`src/rtl/tug_pkg.sv`:
```
package tug_pkg;

  typedef enum logic [1:0] {
    PH_IDLE = 2'd0,
    PH_PLAY = 2'd1,
    PH_DONE = 2'd2
  } phase_t;

  typedef enum logic [1:0] {
    MD_SOLO  = 2'b00,
    MD_STEER = 2'b01,
    MD_DUEL  = 2'b10,
    MD_DUEL2 = 2'b11
  } mode_t;

  typedef enum logic [1:0] {
    STEP_HOLD = 2'd0,
    STEP_UP   = 2'd1,
    STEP_DOWN = 2'd2
  } step_t;

endpackage

```
`src/rtl/tug_baseline.sv`:
```
module tug_baseline #(
  parameter int TEMP_W = 8,
  localparam int DW = TEMP_W + 1
) (
  input  logic                 clk,
  input  logic                 rst,
  input  logic                 track,
  input  logic [TEMP_W-1:0]    sample,
  input  logic                 sample_vld,
  output logic signed [DW-1:0] drift
);

  logic [TEMP_W-1:0] base_q;

  // signed change of a reading against its frozen reference
  function automatic logic signed [DW-1:0] drift_of(
    input logic [TEMP_W-1:0] now,
    input logic [TEMP_W-1:0] ref_v
  );
    drift_of = $signed({1'b0, now}) - $signed({1'b0, ref_v});
  endfunction

  always_ff @(posedge clk) begin
    if (rst) begin
      base_q <= '0;
    end else if (track && sample_vld) begin
      base_q <= sample;
    end
  end

  assign drift = drift_of(sample, base_q);


  base_frozen_chk: assert property (@(posedge clk) disable iff (rst)
    !track |=> $stable(base_q));


  base_track_chk: assert property (@(posedge clk) disable iff (rst)
    (track && sample_vld) |=> (base_q == $past(sample)));

endmodule

```
`src/rtl/tug_step_rule.sv`:
```
module tug_step_rule
  import tug_pkg::*;
#(
  parameter int DW = 9
) (
  input  logic [1:0]           mode,
  input  logic signed [DW-1:0] drift_a,
  input  logic signed [DW-1:0] drift_b,
  output step_t                step
);

  function automatic step_t pick_step(
    input logic [1:0]           md,
    input logic signed [DW-1:0] da,
    input logic signed [DW-1:0] db
  );
    step_t s;
    s = STEP_HOLD;
    unique case (mode_t'(md))
      MD_SOLO: begin
        if (da[DW-1])              s = STEP_DOWN;
        else if (da != {DW{1'b0}}) s = STEP_UP;
        else                       s = STEP_HOLD;
      end
      MD_STEER: begin
        if (da > db)      s = STEP_DOWN;
        else if (da < db) s = STEP_UP;
        else              s = STEP_HOLD;
      end
      MD_DUEL, MD_DUEL2: begin
        s = (da > db) ? STEP_DOWN : STEP_UP;
      end
      default: s = STEP_HOLD;
    endcase
    return s;
  endfunction

  assign step = pick_step(mode, drift_a, drift_b);

endmodule

```
`src/rtl/tug_cursor.sv`:
```
module tug_cursor
  import tug_pkg::*;
#(
  parameter int LIMIT = 16,
  localparam int CUR_W = $clog2(LIMIT + 1) + 1
) (
  input  logic                    clk,
  input  logic                    rst,
  input  logic                    center,
  input  logic                    apply,
  input  step_t                   step,
  output logic signed [CUR_W-1:0] cursor,
  output logic                    hit_lo,
  output logic                    hit_hi,
  output logic                    win_lo,
  output logic                    win_hi
);

  localparam logic signed [CUR_W-1:0] TOP = CUR_W'(LIMIT);
  localparam logic signed [CUR_W-1:0] BOT = -TOP;
  localparam logic signed [CUR_W-1:0] ONE = CUR_W'(1);

  logic signed [CUR_W-1:0] cur_q, cur_nxt;

  function automatic logic signed [CUR_W-1:0] move(
    input logic signed [CUR_W-1:0] c,
    input step_t                   s
  );
    logic signed [CUR_W-1:0] r;
    r = c;
    unique case (s)
      STEP_UP:   if (c < TOP) r = c + ONE;
      STEP_DOWN: if (c > BOT) r = c - ONE;
      default:   r = c;
    endcase
    return r;
  endfunction

  assign cur_nxt = move(cur_q, step);
  assign hit_lo  = apply && (cur_nxt == BOT);
  assign hit_hi  = apply && (cur_nxt == TOP);

  always_ff @(posedge clk) begin
    if (rst) begin
      cur_q  <= '0;
      win_lo <= 1'b0;
      win_hi <= 1'b0;
    end else begin
      if (center)     cur_q <= '0;
      else if (apply) cur_q <= cur_nxt;
      if (hit_lo) win_lo <= 1'b1;
      if (hit_hi) win_hi <= 1'b1;
    end
  end

  assign cursor = cur_q;


  cursor_range_chk: assert property (@(posedge clk) disable iff (rst)
    (cur_q >= BOT) && (cur_q <= TOP));


  cursor_hold_chk: assert property (@(posedge clk) disable iff (rst)
    (!apply && !center) |=> $stable(cur_q));


  cursor_step_chk: assert property (@(posedge clk) disable iff (rst)
    apply |=> (cur_q == $past(cur_q) || cur_q == $past(cur_q) + ONE ||
               cur_q == $past(cur_q) - ONE));


  win_onehot_chk: assert property (@(posedge clk) disable iff (rst)
    $onehot0({win_lo, win_hi}));


  win_sticky_chk: assert property (@(posedge clk) disable iff (rst)
    (win_lo || win_hi) |=> ($stable(win_lo) && $stable(win_hi)));

endmodule

```
`src/rtl/tug_ctrl.sv`:
```
module tug_ctrl
  import tug_pkg::*;
#(
  parameter int TEMP_W = 8,
  parameter int LIMIT  = 16,
  localparam int DW    = TEMP_W + 1,
  localparam int CUR_W = $clog2(LIMIT + 1) + 1,
  localparam int NSENS = 2
) (
  input  logic                    clk,
  input  logic                    rst,
  input  logic [TEMP_W-1:0]       temp_a,
  input  logic                    temp_a_vld,
  input  logic [TEMP_W-1:0]       temp_b,
  input  logic                    temp_b_vld,
  input  logic                    start,
  input  logic [1:0]              mode,
  output logic                    ready,
  output logic signed [CUR_W-1:0] cursor,
  output logic                    win_one,
  output logic                    win_two
);

  phase_t     phase_q, phase_nxt;
  logic [1:0] mode_q;
  logic       in_idle, in_play, go, vld_ok, apply;
  logic       hit_lo, hit_hi;
  step_t      step;

  logic [TEMP_W-1:0]       rd  [NSENS];
  logic                    rv  [NSENS];
  logic signed [DW-1:0]    dft [NSENS];

  assign rd[0] = temp_a;
  assign rd[1] = temp_b;
  assign rv[0] = temp_a_vld;
  assign rv[1] = temp_b_vld;

  assign in_idle = (phase_q == PH_IDLE);
  assign in_play = (phase_q == PH_PLAY);
  assign go      = in_idle && start;

  for (genvar g = 0; g < NSENS; g++) begin : g_ref
    tug_baseline #(.TEMP_W(TEMP_W)) u_ref (
      .clk        (clk),
      .rst        (rst),
      .track      (in_idle),
      .sample     (rd[g]),
      .sample_vld (rv[g]),
      .drift      (dft[g])
    );
  end

  always_ff @(posedge clk) begin
    if (rst)     mode_q <= MD_SOLO;
    else if (go) mode_q <= mode;
  end

  assign vld_ok = (mode_t'(mode_q) == MD_SOLO) ? temp_a_vld
                                               : (temp_a_vld && temp_b_vld);
  assign apply  = in_play && vld_ok;

  tug_step_rule #(.DW(DW)) u_rule (
    .mode    (mode_q),
    .drift_a (dft[0]),
    .drift_b (dft[1]),
    .step    (step)
  );

  tug_cursor #(.LIMIT(LIMIT)) u_cur (
    .clk    (clk),
    .rst    (rst),
    .center (go),
    .apply  (apply),
    .step   (step),
    .cursor (cursor),
    .hit_lo (hit_lo),
    .hit_hi (hit_hi),
    .win_lo (win_one),
    .win_hi (win_two)
  );

  always_comb begin
    phase_nxt = phase_q;
    unique case (phase_q)
      PH_IDLE: if (start) phase_nxt = PH_PLAY;
      PH_PLAY: if (hit_lo || hit_hi) phase_nxt = PH_DONE;
      PH_DONE: phase_nxt = PH_DONE;
      default: phase_nxt = PH_IDLE;
    endcase
  end

  always_ff @(posedge clk) begin
    if (rst) phase_q <= PH_IDLE;
    else     phase_q <= phase_nxt;
  end

  assign ready = in_play;


  start_center_chk: assert property (@(posedge clk) disable iff (rst)
    go |=> (ready && cursor == '0));


  idle_quiet_chk: assert property (@(posedge clk) disable iff (rst)
    in_idle |-> (!ready && cursor == '0 && !win_one && !win_two));


  ready_win_chk: assert property (@(posedge clk) disable iff (rst)
    !(ready && (win_one || win_two)));


  done_frozen_chk: assert property (@(posedge clk) disable iff (rst)
    (phase_q == PH_DONE) |=> ((phase_q == PH_DONE) && $stable(cursor)));


  mode_hold_chk: assert property (@(posedge clk) disable iff (rst)
    !in_idle |=> $stable(mode_q));


  duel_moves_chk: assert property (@(posedge clk) disable iff (rst)
    (apply && mode_q[1]) |=> (cursor != $past(cursor)));

endmodule

```
`config.mk`:
```
export PLATFORM = sky130hd
export DESIGN_NAME = tug_ctrl
export DESIGN_NICKNAME = d
export VERILOG_FILES = /design/src/rtl/tug_pkg.sv /design/src/rtl/tug_baseline.sv /design/src/rtl/tug_step_rule.sv /design/src/rtl/tug_cursor.sv /design/src/rtl/tug_ctrl.sv
export SDC_FILE = /design/constraint.sdc
export NUM_CORES = 1
export LEC_CHECK = 0
export BUFFER_PORTS_ARGS = -buffer_cell sky130_fd_sc_hd__clkbuf_2
export CELL_PAD_IN_SITES_DETAIL_PLACEMENT = 1
export CELL_PAD_IN_SITES_GLOBAL_PLACEMENT = 2
export CORE_MARGIN = 2
export CORE_UTILIZATION = 37
export CTS_CLUSTER_DIAMETER = 80
export DETAILED_ROUTE_END_ITERATION = 10
export PLACE_DENSITY = 0.95
export SLEW_MARGIN = 20
export SYNTH_ARGS = -nofsm -noshare
export SYNTH_HDL_FRONTEND = slang
export SYNTH_SLANG_ARGS = --single-unit
```
`constraint.sdc`:
```
create_clock -name clk -period 14 [get_ports clk]
set_input_delay 2.8 -clock clk [delete_from_list [all_inputs] [get_ports clk]]
set_output_delay 2.8 -clock clk [all_outputs]
set_load 0.01 [all_outputs]
```
==> results of run 1 <==
==> worst max path at each step <==
stage,from,to,cells after the start
after floorplan,temp_a[0],phase_q[0],21
after global placement,temp_a[0],phase_q[1],22
after detailed placement,temp_a[0],phase_q[0],21
after CTS,temp_a[0],phase_q[1],21
after global routing,temp_a[0],phase_q[1],21
final,temp_a[0],phase_q[1],21
==> state kept, by name, indices dropped and copies added (netlist names) <==
register            count
mode_q                  2
phase_q                 2
u_cur.cursor            6
u_cur.win_lo            1
u_cur.win_hi            1
g_ref.u_ref.base_q     16
==> layer usage <==
metal  GRT usage  vias up  part of all wire
li1            -     1140                 -
met1      0.2082     1106              0.43
met2      0.3473       42              0.52
met3     0.02821        7             0.035
met4     0.04329        0             0.010
met5           0        -                 0
==> logic make-up (layout without fill, tap and decap cells) <==
family | after synthesis | count (layout)
buf+inv | 43 | 66
simple gates | 110 | 110
mux | 6 | 6
compound gates | 77 | 77
fa+ha+maj | 34 | 34
xor+xnor | 13 | 13
flops | 28 | 28
==> power groups by stage <==
stage               Combinational, mW  Clock [mW]  Sequential (mW)
floorplan                       0.212           0            0.102
global placement                0.260           0            0.105
detailed placement              0.271           0            0.106
CTS                             0.274      0.0707            0.104
global route                    0.310      0.0726            0.106
finish                          0.272      0.0694            0.104
==> placed cells by master, fill, tap and decap left out, types with 5 or more instances in the layout <==
| master | n |
|---|---|
| ha_1 | 31 |
| clkbuf_2 | 31 |
| nand3_1 | 23 |
| xnor2_1 | 10 |
| a21o_1 | 5 |
| nor2_1 | 19 |
| nor2b_1 | 6 |
| o21ai_0 | 7 |
| mux2i_1 | 5 |
| nand2b_1 | 14 |
| inv_1 | 30 |
| nand2_1 | 30 |
| a21oi_1 | 31 |
| dfxtp_1 | 28 |
==> worst min-delay path: stages (launching register included) <==
cell	delay [ns]
dfxtp_1	0.33
nand2_1	0.05
a21oi_1	0.05
==> cell type report <==
| type | count | area [um2] |
|---|---|---|
| Inverter | 30 | 112.6 |
| Sequential cell | 28 | 560.5 |
| Clock buffer | 3 | 41.29 |
| Tap cell | 77 | 96.34 |
| Multi-Input combinational cell | 240 | 1688 |
| Fill cell | 810 | 3659 |
| Clock inverter | 1 | 30.03 |
| Timing Repair Buffer | 32 | 162.7 |
==> impl_metrics.env, run 1 <==
export IMPL_track_usage=0.1813
export IMPL_p_seq_frac=0.234
export IMPL_synth_area_mux_share=0.02528
export IMPL_grt_pass1_vias=2447
export IMPL_wirelength_um=6192
export IMPL_cp_cell_sequence="clkbuf_2, inv_1, ha_1, fa_1, nand2b_1, a211oi_1, o31a_1, o21ai_0, and2_1, ha_1, a41oi_1, o2111a_1, o21ai_0, a32o_1, ha_1, o21ai_0, o221ai_1, o311ai_0, or4_4, a21oi_4, mux2i_1"
export IMPL_first_pass_iters=5
export IMPL_core_area_um2=6350
export IMPL_synth_top_area_frac=0.2312
export IMPL_rr_worst_depth=19
export IMPL_fin_crit_ns=7.791
export IMPL_period_share=0.5565
export IMPL_h_tree_depth=1
export IMPL_final_util=0.4238
export IMPL_crit_family="compound AO/OA/AOI/OAI gates"
export IMPL_antenna_found_initial=0
export IMPL_cts_tree="yes"
export IMPL_intPower_uw=243.2
export IMPL_critPathMaxFanout=13
export IMPL_worst_slew_pin_slew_ns=0.5895
export IMPL_clkLatencyLatePin_ns=0.30
export IMPL_drive_above_1_share=0.1198
export IMPL_worstPathRequired_ns=14.23
export IMPL_synth_top_cell_by_area="dfxtp_1"
export IMPL_critPathMaxStageDelay_ns=0.59
export IMPL_dpl_cell_area_um2=2620
export IMPL_synthTopCellsByCount="a21oi_1, ha_1, inv_1, nand2_1, dfxtp_1"
export IMPL_clockPowerShare=0.156
export IMPL_cts_clk_slew_worst_paths_ns=0.11
export IMPL_start_util=0.3819
export IMPL_cp_arrival_ns=8.02
export IMPL_combPwrFrac=0.611
export IMPL_synthAdderAreaFrac=0.1806
export IMPL_vias=2295
export IMPL_powerDensity_nw_per_um2=165.7
export IMPL_status="finished, final reports clean"
export IMPL_switching_power_uw=202.7
export IMPL_ctsLongestPathBuffers=2
export IMPL_report_final_slew_viol_count=0
export IMPL_drc_errors=0
export IMPL_hold_start="g_ref[1].u_ref.base_q[7]"
export IMPL_antenna_left=0
export IMPL_holdWs_ns=0.4644
export IMPL_crit_buf_inv=2
export IMPL_cp_slowest_cell="or4_4"
export IMPL_dieArea_um2=7217
export IMPL_startpoint_type="input pin"
export IMPL_cts_buffers=3
export IMPL_power_uw=445.9
export IMPL_synth_flop_cell="dfxtp_1"
export IMPL_critPathKind="input pin to register"
export IMPL_peakVddDrop_v=0.00006560
export IMPL_ctsHoldBuffers=0
export IMPL_synth_xor_area_frac=0.04696
export IMPL_regToRegStartpoint="g_ref[0].u_ref.base_q[0]"
export IMPL_syn_to_final_growth_pct=10.99
export IMPL_fmax_mhz=128.3
export IMPL_rows=29
export IMPL_fp_dieW_um=84.96
export IMPL_cap_violations=0
export IMPL_hold_viol=0
export IMPL_layout_setup_ws_ns=6.209
export IMPL_slew_headroom=0.6020
export IMPL_place_inst=407
export IMPL_routabilityCongestion=0.8956
export IMPL_grt_start_max_net_pins=26
export IMPL_syn_avg_cell_area_um2=7.797
export IMPL_synth_fp_nets=367
export IMPL_synth_top_family_by_area="simple AND/OR/NAND/NOR gates"
export IMPL_synth_edff_count=0
export IMPL_synth_seq_cells=28
export IMPL_via_per_inst=5.584
export IMPL_yosysUniqueCellTypes=58
export IMPL_end_kind="register"
export IMPL_hold_path_class="register to register"
export IMPL_wl_per_cell_um=15.07
export IMPL_min_to="g_ref[1].u_ref.base_q[7]"
export IMPL_post_cts_buffers=0
export IMPL_portBuffers=31
export IMPL_grt_pass1_wl_um=10850
export IMPL_reg2reg_to="phase_q[1]"
export IMPL_postCtsResizedCells=0
export IMPL_yosysSeqAreaShare=0.2312
export IMPL_place_detailed_hpwl_um=4811
export IMPL_root_buffer="clkbuf_8"
export IMPL_syn_inst=311
export IMPL_place_ws_ns=5.989
export IMPL_synth_compound_area_frac=0.2147
export IMPL_switching_share=0.4546
export IMPL_yosys_top_cells_area="dfxtp_1, ha_1, a21oi_1, nand3_1, inv_1"
export IMPL_overflow=0
export IMPL_grt_setup_unrepaired="no"
export IMPL_r2r_setup_slack_ns=8.51
export IMPL_cts_sinks=28
export IMPL_yosys_warnings=0
export IMPL_drt_iter0_drc=78
export IMPL_die_y_um=84.96
export IMPL_synth_async_reset_ratio=0
export IMPL_synth_area_um2=2425
export IMPL_finalSetupTns_ns=0
export IMPL_io_pins=32
export IMPL_setup_violations_final=0
export IMPL_whs_path_depth=2
export IMPL_p_leak_nw=1.163
export IMPL_final_area_um2=2691
export IMPL_num_antenna_cells=0
export IMPL_skew_ns=0.008561
export IMPL_yosys_area_share_simple=0.2286
export IMPL_nets=391
export IMPL_finalNonFillerCells=411
(Power assumes the default switching activity.)
==> run 2: changes to the inputs <==
--- a/config.mk
+++ b/config.mk
@@ -9,10 +9,10 @@
 export CELL_PAD_IN_SITES_DETAIL_PLACEMENT = 1
 export CELL_PAD_IN_SITES_GLOBAL_PLACEMENT = 2
 export CORE_MARGIN = 2
-export CORE_UTILIZATION = 37
+export CORE_UTILIZATION = 34
 export CTS_CLUSTER_DIAMETER = 80
 export DETAILED_ROUTE_END_ITERATION = 10
-export PLACE_DENSITY = 0.95
+export PLACE_DENSITY = 0.92
 export SLEW_MARGIN = 20
 export SYNTH_ARGS = -nofsm -noshare
 export SYNTH_HDL_FRONTEND = slang
==> constraint.sdc (replaced) <==
create_clock -name clk -period 8.1 [get_ports clk]
set_input_delay 1.62 -clock clk [delete_from_list [all_inputs] [get_ports clk]]
set_output_delay 1.62 -clock clk [all_outputs]
set_load 0.01 [all_outputs]
==> impl_metrics.env, run 2 (synthesized netlist as in run 1, its figures left out) <==
export IMPL_status="finished, final reports clean"
export IMPL_ctsHoldBuffers=0
export IMPL_vias=2285
export IMPL_clockPowerShare=0.153
export IMPL_grt_pass1_wl_um=10450
export IMPL_fp_dieW_um=88.45
export IMPL_core_area_um2=6832
export IMPL_track_usage=0.1684
export IMPL_cts_buffers=3
export IMPL_syn_to_final_growth_pct=11.97
export IMPL_setup_violations_final=0
export IMPL_finalSetupTns_ns=0
export IMPL_p_seq_frac=0.235
export IMPL_postCtsResizedCells=0
export IMPL_end_kind="register"
export IMPL_peakVddDrop_v=0.0001380
export IMPL_dieArea_um2=7823
export IMPL_cts_clk_slew_worst_paths_ns=0.11
export IMPL_hold_start="g_ref[0].u_ref.base_q[6]"
export IMPL_worst_slew_pin_slew_ns=0.6043
export IMPL_cts_sinks=28
export IMPL_first_pass_iters=4
export IMPL_rr_worst_depth=19
export IMPL_cp_slowest_cell="or4_4"
export IMPL_critPathMaxFanout=13
export IMPL_critPathMaxStageDelay_ns=0.60
export IMPL_period_share=0.8301
export IMPL_startpoint_type="input pin"
export IMPL_switching_power_uw=344.9
export IMPL_drc_errors=0
export IMPL_root_buffer="clkbuf_8"
export IMPL_grt_start_max_net_pins=26
export IMPL_slew_headroom=0.5920
export IMPL_hold_viol=0
export IMPL_cp_cell_sequence="clkbuf_2, inv_1, ha_1, fa_1, nand2b_1, a211oi_1, o31a_1, o21ai_0, and2_1, ha_1, nand4_1, nor4_1, nor3_1, mux2_1, ha_1, o21ai_0, o221ai_1, o311ai_0, or4_4, a21oi_4, mux2i_1"
export IMPL_num_antenna_cells=0
export IMPL_wl_per_cell_um=14.51
export IMPL_holdWs_ns=0.4625
export IMPL_cp_arrival_ns=6.95
export IMPL_reg2reg_to="phase_q[0]"
export IMPL_p_leak_nw=1.163
export IMPL_r2r_setup_slack_ns=2.51
export IMPL_critPathKind="input pin to register"
export IMPL_intPower_uw=419.0
export IMPL_start_util=0.3549
export IMPL_powerDensity_nw_per_um2=281.4
export IMPL_startpoint="temp_a[0]"
export IMPL_largest_register="g_ref.u_ref.base_q"
export IMPL_drt_iter0_drc=73
export IMPL_grt_pass1_vias=2321
export IMPL_wirelength_um=6239
export IMPL_die_y_um=88.45
export IMPL_overflow=0
export IMPL_grt_setup_unrepaired="no"
export IMPL_fin_crit_ns=6.724
export IMPL_clkLatencyLatePin_ns=0.29
export IMPL_antenna_left=0
export IMPL_io_pins=32
export IMPL_fmax_mhz=148.7
export IMPL_crit_end="phase_q[0]"
export IMPL_regToRegStartpoint="g_ref[0].u_ref.base_q[0]"
export IMPL_portBuffers=31
export IMPL_ctsLongestPathBuffers=2
export IMPL_report_final_slew_viol_count=0
export IMPL_post_cts_buffers=0
export IMPL_combPwrFrac=0.612
export IMPL_nets=391
export IMPL_mostFrequentLayoutCells="a21oi_1, ha_1, clkbuf_2, inv_1, nand2_1"
export IMPL_cap_violations=0
export IMPL_hold_path_class="register to register"
export IMPL_rows=30
export IMPL_crit_top_cell="ha_1"
export IMPL_cts_tree="yes"
export IMPL_worstPathRequired_ns=8.32
export IMPL_largest_reg_flops=16
export IMPL_place_detailed_hpwl_um=4934
export IMPL_switching_share=0.4515
export IMPL_antenna_found_initial=0
export IMPL_via_per_inst=5.314
export IMPL_routabilityCongestion=0.8223
export IMPL_drive_above_1_share=0.1198
export IMPL_skew_ns=0.002870
export IMPL_h_tree_depth=1
==> run 2: worst max-delay path, delay by kind of cell <==
kind	cells	cell delay [ns]
compound gates	7	1.46
buf+inv	2	0.13
fa+ha+maj	4	1.52
simple gates	6	1.69
mux	2	0.52
==> run 2: through the flow <==
step | instance area (um2) | power (mW) | utilization | std cells | setup WS, ns
after detailed placement | 2644 | 0.6519 | 0.3870 | 426 | 1.084
after global placement | 2644 | 0.6337 | 0.3870 | 426 | 1.515
final | 2715 | 0.7639 | 0.3974 | 430 | 1.376
after floorplan | 2425 | 0.5438 | - | 311 | 1.876
after global routing | 2715 | 0.8376 | 0.3974 | 430 | 0.9422
after CTS | 2715 | 0.7738 | 0.3974 | 430 | 1.379
==> run 2: layout make-up <==
cell class	count	area, um2
tap	96	120.1
clock inverter	1	30.03
timing repair buffer	32	162.7
multi-input combinational	240	1688
sequential	28	560.5
clock buffer	3	41.29
fill	875	4116
inverter	30	112.6
==> run 2: worst min-delay path by stage <==
stage | end | slack (ns) | cells past startpoint
2_1_floorplan | g_ref[0].u_ref.base_q[2] | 0.44 | 2
3_3_place_gp | g_ref[1].u_ref.base_q[7] | 0.44 | 2
3_5_place_dp | g_ref[0].u_ref.base_q[5] | 0.45 | 2
4_1_cts | g_ref[0].u_ref.base_q[5] | 0.47 | 2
5_1_grt | g_ref[1].u_ref.base_q[4] | 0.49 | 2
6_report | g_ref[0].u_ref.base_q[6] | 0.46 | 2
==> run 2: routing by layer <==
metal,global-route usage,vias up,routed length (um)
met4,0.04132,0,71
met3,0.03172,6,224
met5,0,-,0
met2,0.3131,40,3138
li1,-,1142,-
met1,0.1985,1097,2805
==> run 2: power groups by stage <==
stage	Combinational (mW)	Clock, mW	Sequential, mW
floorplan	0.367	0	0.177
global placement	0.451	0	0.182
detailed placement	0.469	0	0.183
CTS	0.472	0.121	0.180
global route	0.528	0.126	0.184
finish	0.468	0.117	0.180
==> run 3: changes to the inputs <==
==> constraint.sdc (replaced) <==
create_clock -name clk -period 6.42 [get_ports clk]
set_input_delay 1.284 -clock clk [delete_from_list [all_inputs] [get_ports clk]]
set_output_delay 1.284 -clock clk [all_outputs]
set_load 0.01 [all_outputs]
==> impl_metrics.env, run 3 (synthesized netlist as in run 1, its figures left out) <==
export IMPL_end_kind="register"
export IMPL_fin_crit_ns=6.024
export IMPL_finalSetupTns_ns=0
export IMPL_grt_setup_unrepaired="no"
export IMPL_hold_path_class="register to register"
export IMPL_worstPathRequired_ns=6.64
export IMPL_largest_register="g_ref.u_ref.base_q"
export IMPL_die_y_um=88.45
export IMPL_antenna_left=0
export IMPL_wirelength_um=6225
export IMPL_num_antenna_cells=0
export IMPL_place_detailed_hpwl_um=4857
export IMPL_h_tree_depth=1
export IMPL_via_per_inst=5.281
export IMPL_grt_start_max_net_pins=26
export IMPL_core_area_um2=6832
export IMPL_cts_clk_slew_worst_paths_ns=0.11
export IMPL_cts_tree="yes"
export IMPL_p_leak_nw=1.161
export IMPL_hold_viol=0
export IMPL_reg2reg_to="phase_q[1]"
export IMPL_setup_violations_final=0
export IMPL_cp_arrival_ns=6.24
export IMPL_portBuffers=31
export IMPL_regToRegStartpoint="g_ref[0].u_ref.base_q[0]"
export IMPL_grt_pass1_vias=2216
export IMPL_largest_reg_flops=16
export IMPL_first_pass_iters=4
export IMPL_drt_iter0_drc=91
export IMPL_mostFrequentLayoutCells="a21oi_1, clkbuf_2, inv_1, nand2_1, ha_1"
export IMPL_powerDensity_nw_per_um2=352.9
export IMPL_drc_errors=0
export IMPL_drive_above_1_share=0.1284
export IMPL_skew_ns=0.006529
export IMPL_fmax_mhz=166.0
export IMPL_report_final_slew_viol_count=0
export IMPL_worst_slew_pin_slew_ns=0.5800
export IMPL_dieArea_um2=7823
export IMPL_postCtsResizedCells=0
export IMPL_start_util=0.3549
export IMPL_slew_headroom=0.6084
export IMPL_overflow=0
export IMPL_cts_sinks=28
export IMPL_grt_pass1_wl_um=10480
export IMPL_rows=30
export IMPL_io_pins=32
export IMPL_post_cts_buffers=0
export IMPL_routabilityCongestion=0.8264
export IMPL_syn_to_final_growth_pct=12.38
export IMPL_ctsLongestPathBuffers=2
export IMPL_vias=2276
export IMPL_min_to="g_ref[1].u_ref.base_q[3]"
export IMPL_cap_violations=0
export IMPL_hold_start="g_ref[1].u_ref.base_q[3]"
export IMPL_final_area_um2=2725
export IMPL_fp_dieW_um=88.45
export IMPL_dpl_cell_area_um2=2651
export IMPL_peakVddDrop_v=0.0001419
export IMPL_whs_path_depth=2
export IMPL_power_uw=961.7
export IMPL_cts_buffers=3
export IMPL_startpoint_type="input pin"
export IMPL_nets=392
export IMPL_final_util=0.3989
export IMPL_root_buffer="clkbuf_8"
export IMPL_clkLatencyLatePin_ns=0.29
export IMPL_antenna_found_initial=0
export IMPL_critPathMaxFanout=10
export IMPL_critPathKind="input pin to register"
export IMPL_track_usage=0.1684
export IMPL_holdWs_ns=0.4639
export IMPL_rr_worst_depth=19
export IMPL_ctsHoldBuffers=0
export IMPL_period_share=0.9384
export IMPL_wl_per_cell_um=14.44
export IMPL_r2r_setup_slack_ns=1.20
export IMPL_status="finished, final reports clean"
-- run 3: routing by layer --
layer / wire, um / vias up / global-route usage / share of wire
li1: - / 1142 / - / -
met1: 2915 / 1079 / 0.2121 / 0.47
met2: 3016 / 47 / 0.2987 / 0.48
met3: 220 / 8 / 0.02799 / 0.035
met4: 73 / 0 / 0.04270 / 0.012
met5: 0 / - / 0 / 0
-- run 3: final cells by class --
cell class              instances  area [um2]
fillers                       866        4106
multi-input cells             240        1707
flip-flops and latches         28       560.5
inverters                      30       112.6
well taps                      96       120.1
clock buffers                   4       55.05
repair buffers                 33       170.2
-- run 3: metrics by stage --
stage | cells | setup WS, ns
global route | 431 | 0.03848
finish | 431 | 0.3957
global placement | 427 | 0.2190
CTS | 431 | 0.2628
floorplan | 311 | 0.5315
detailed placement | 427 | -0.07080
-- run 3: worst max path at each step --
| stage | startpoint | end | slack (ns) | depth (start not counted) |
|---|---|---|---|---|
| floorplan | temp_a[0] | phase_q[0] | 0.53 | 21 |
| global placement | temp_a[0] | phase_q[1] | 0.22 | 21 |
| detailed placement | temp_a[0] | phase_q[0] | -0.07 | 21 |
| CTS | temp_a[0] | phase_q[0] | 0.26 | 21 |
| global route | temp_a[0] | phase_q[0] | 0.04 | 21 |
| finish | temp_a[0] | phase_q[1] | 0.40 | 21 |
-- run 3: report_power, final --
group	total [mW]	switching, mW	internal, mW	leakage [nW]
logic	0.617	0.357	0.260	0.903
registers	0.227	0.0242	0.203	0.229
clock network	0.117	0.0622	0.0552	0.0288
total	0.962	0.444	0.518	1.16
-- run 3: critical path: stages --
cell and delay [ns]:
clkbuf_2 0.09, inv_1 0.04, ha_1 0.22, fa_1 0.41, nand2b_1 0.18, a211oi_1 0.30, o31a_1 0.18, o21ai_0 0.09
and2_1 0.21, ha_1 0.35, a41oi_1 0.31, o2111a_1 0.28, o21ai_0 0.13, a32oi_1 0.23, ha_1 0.40, nor2b_1 0.24
a222oi_1 0.14, a211o_1 0.32, or4_4 0.45, a21oi_4 0.19, mux2i_1 0.20
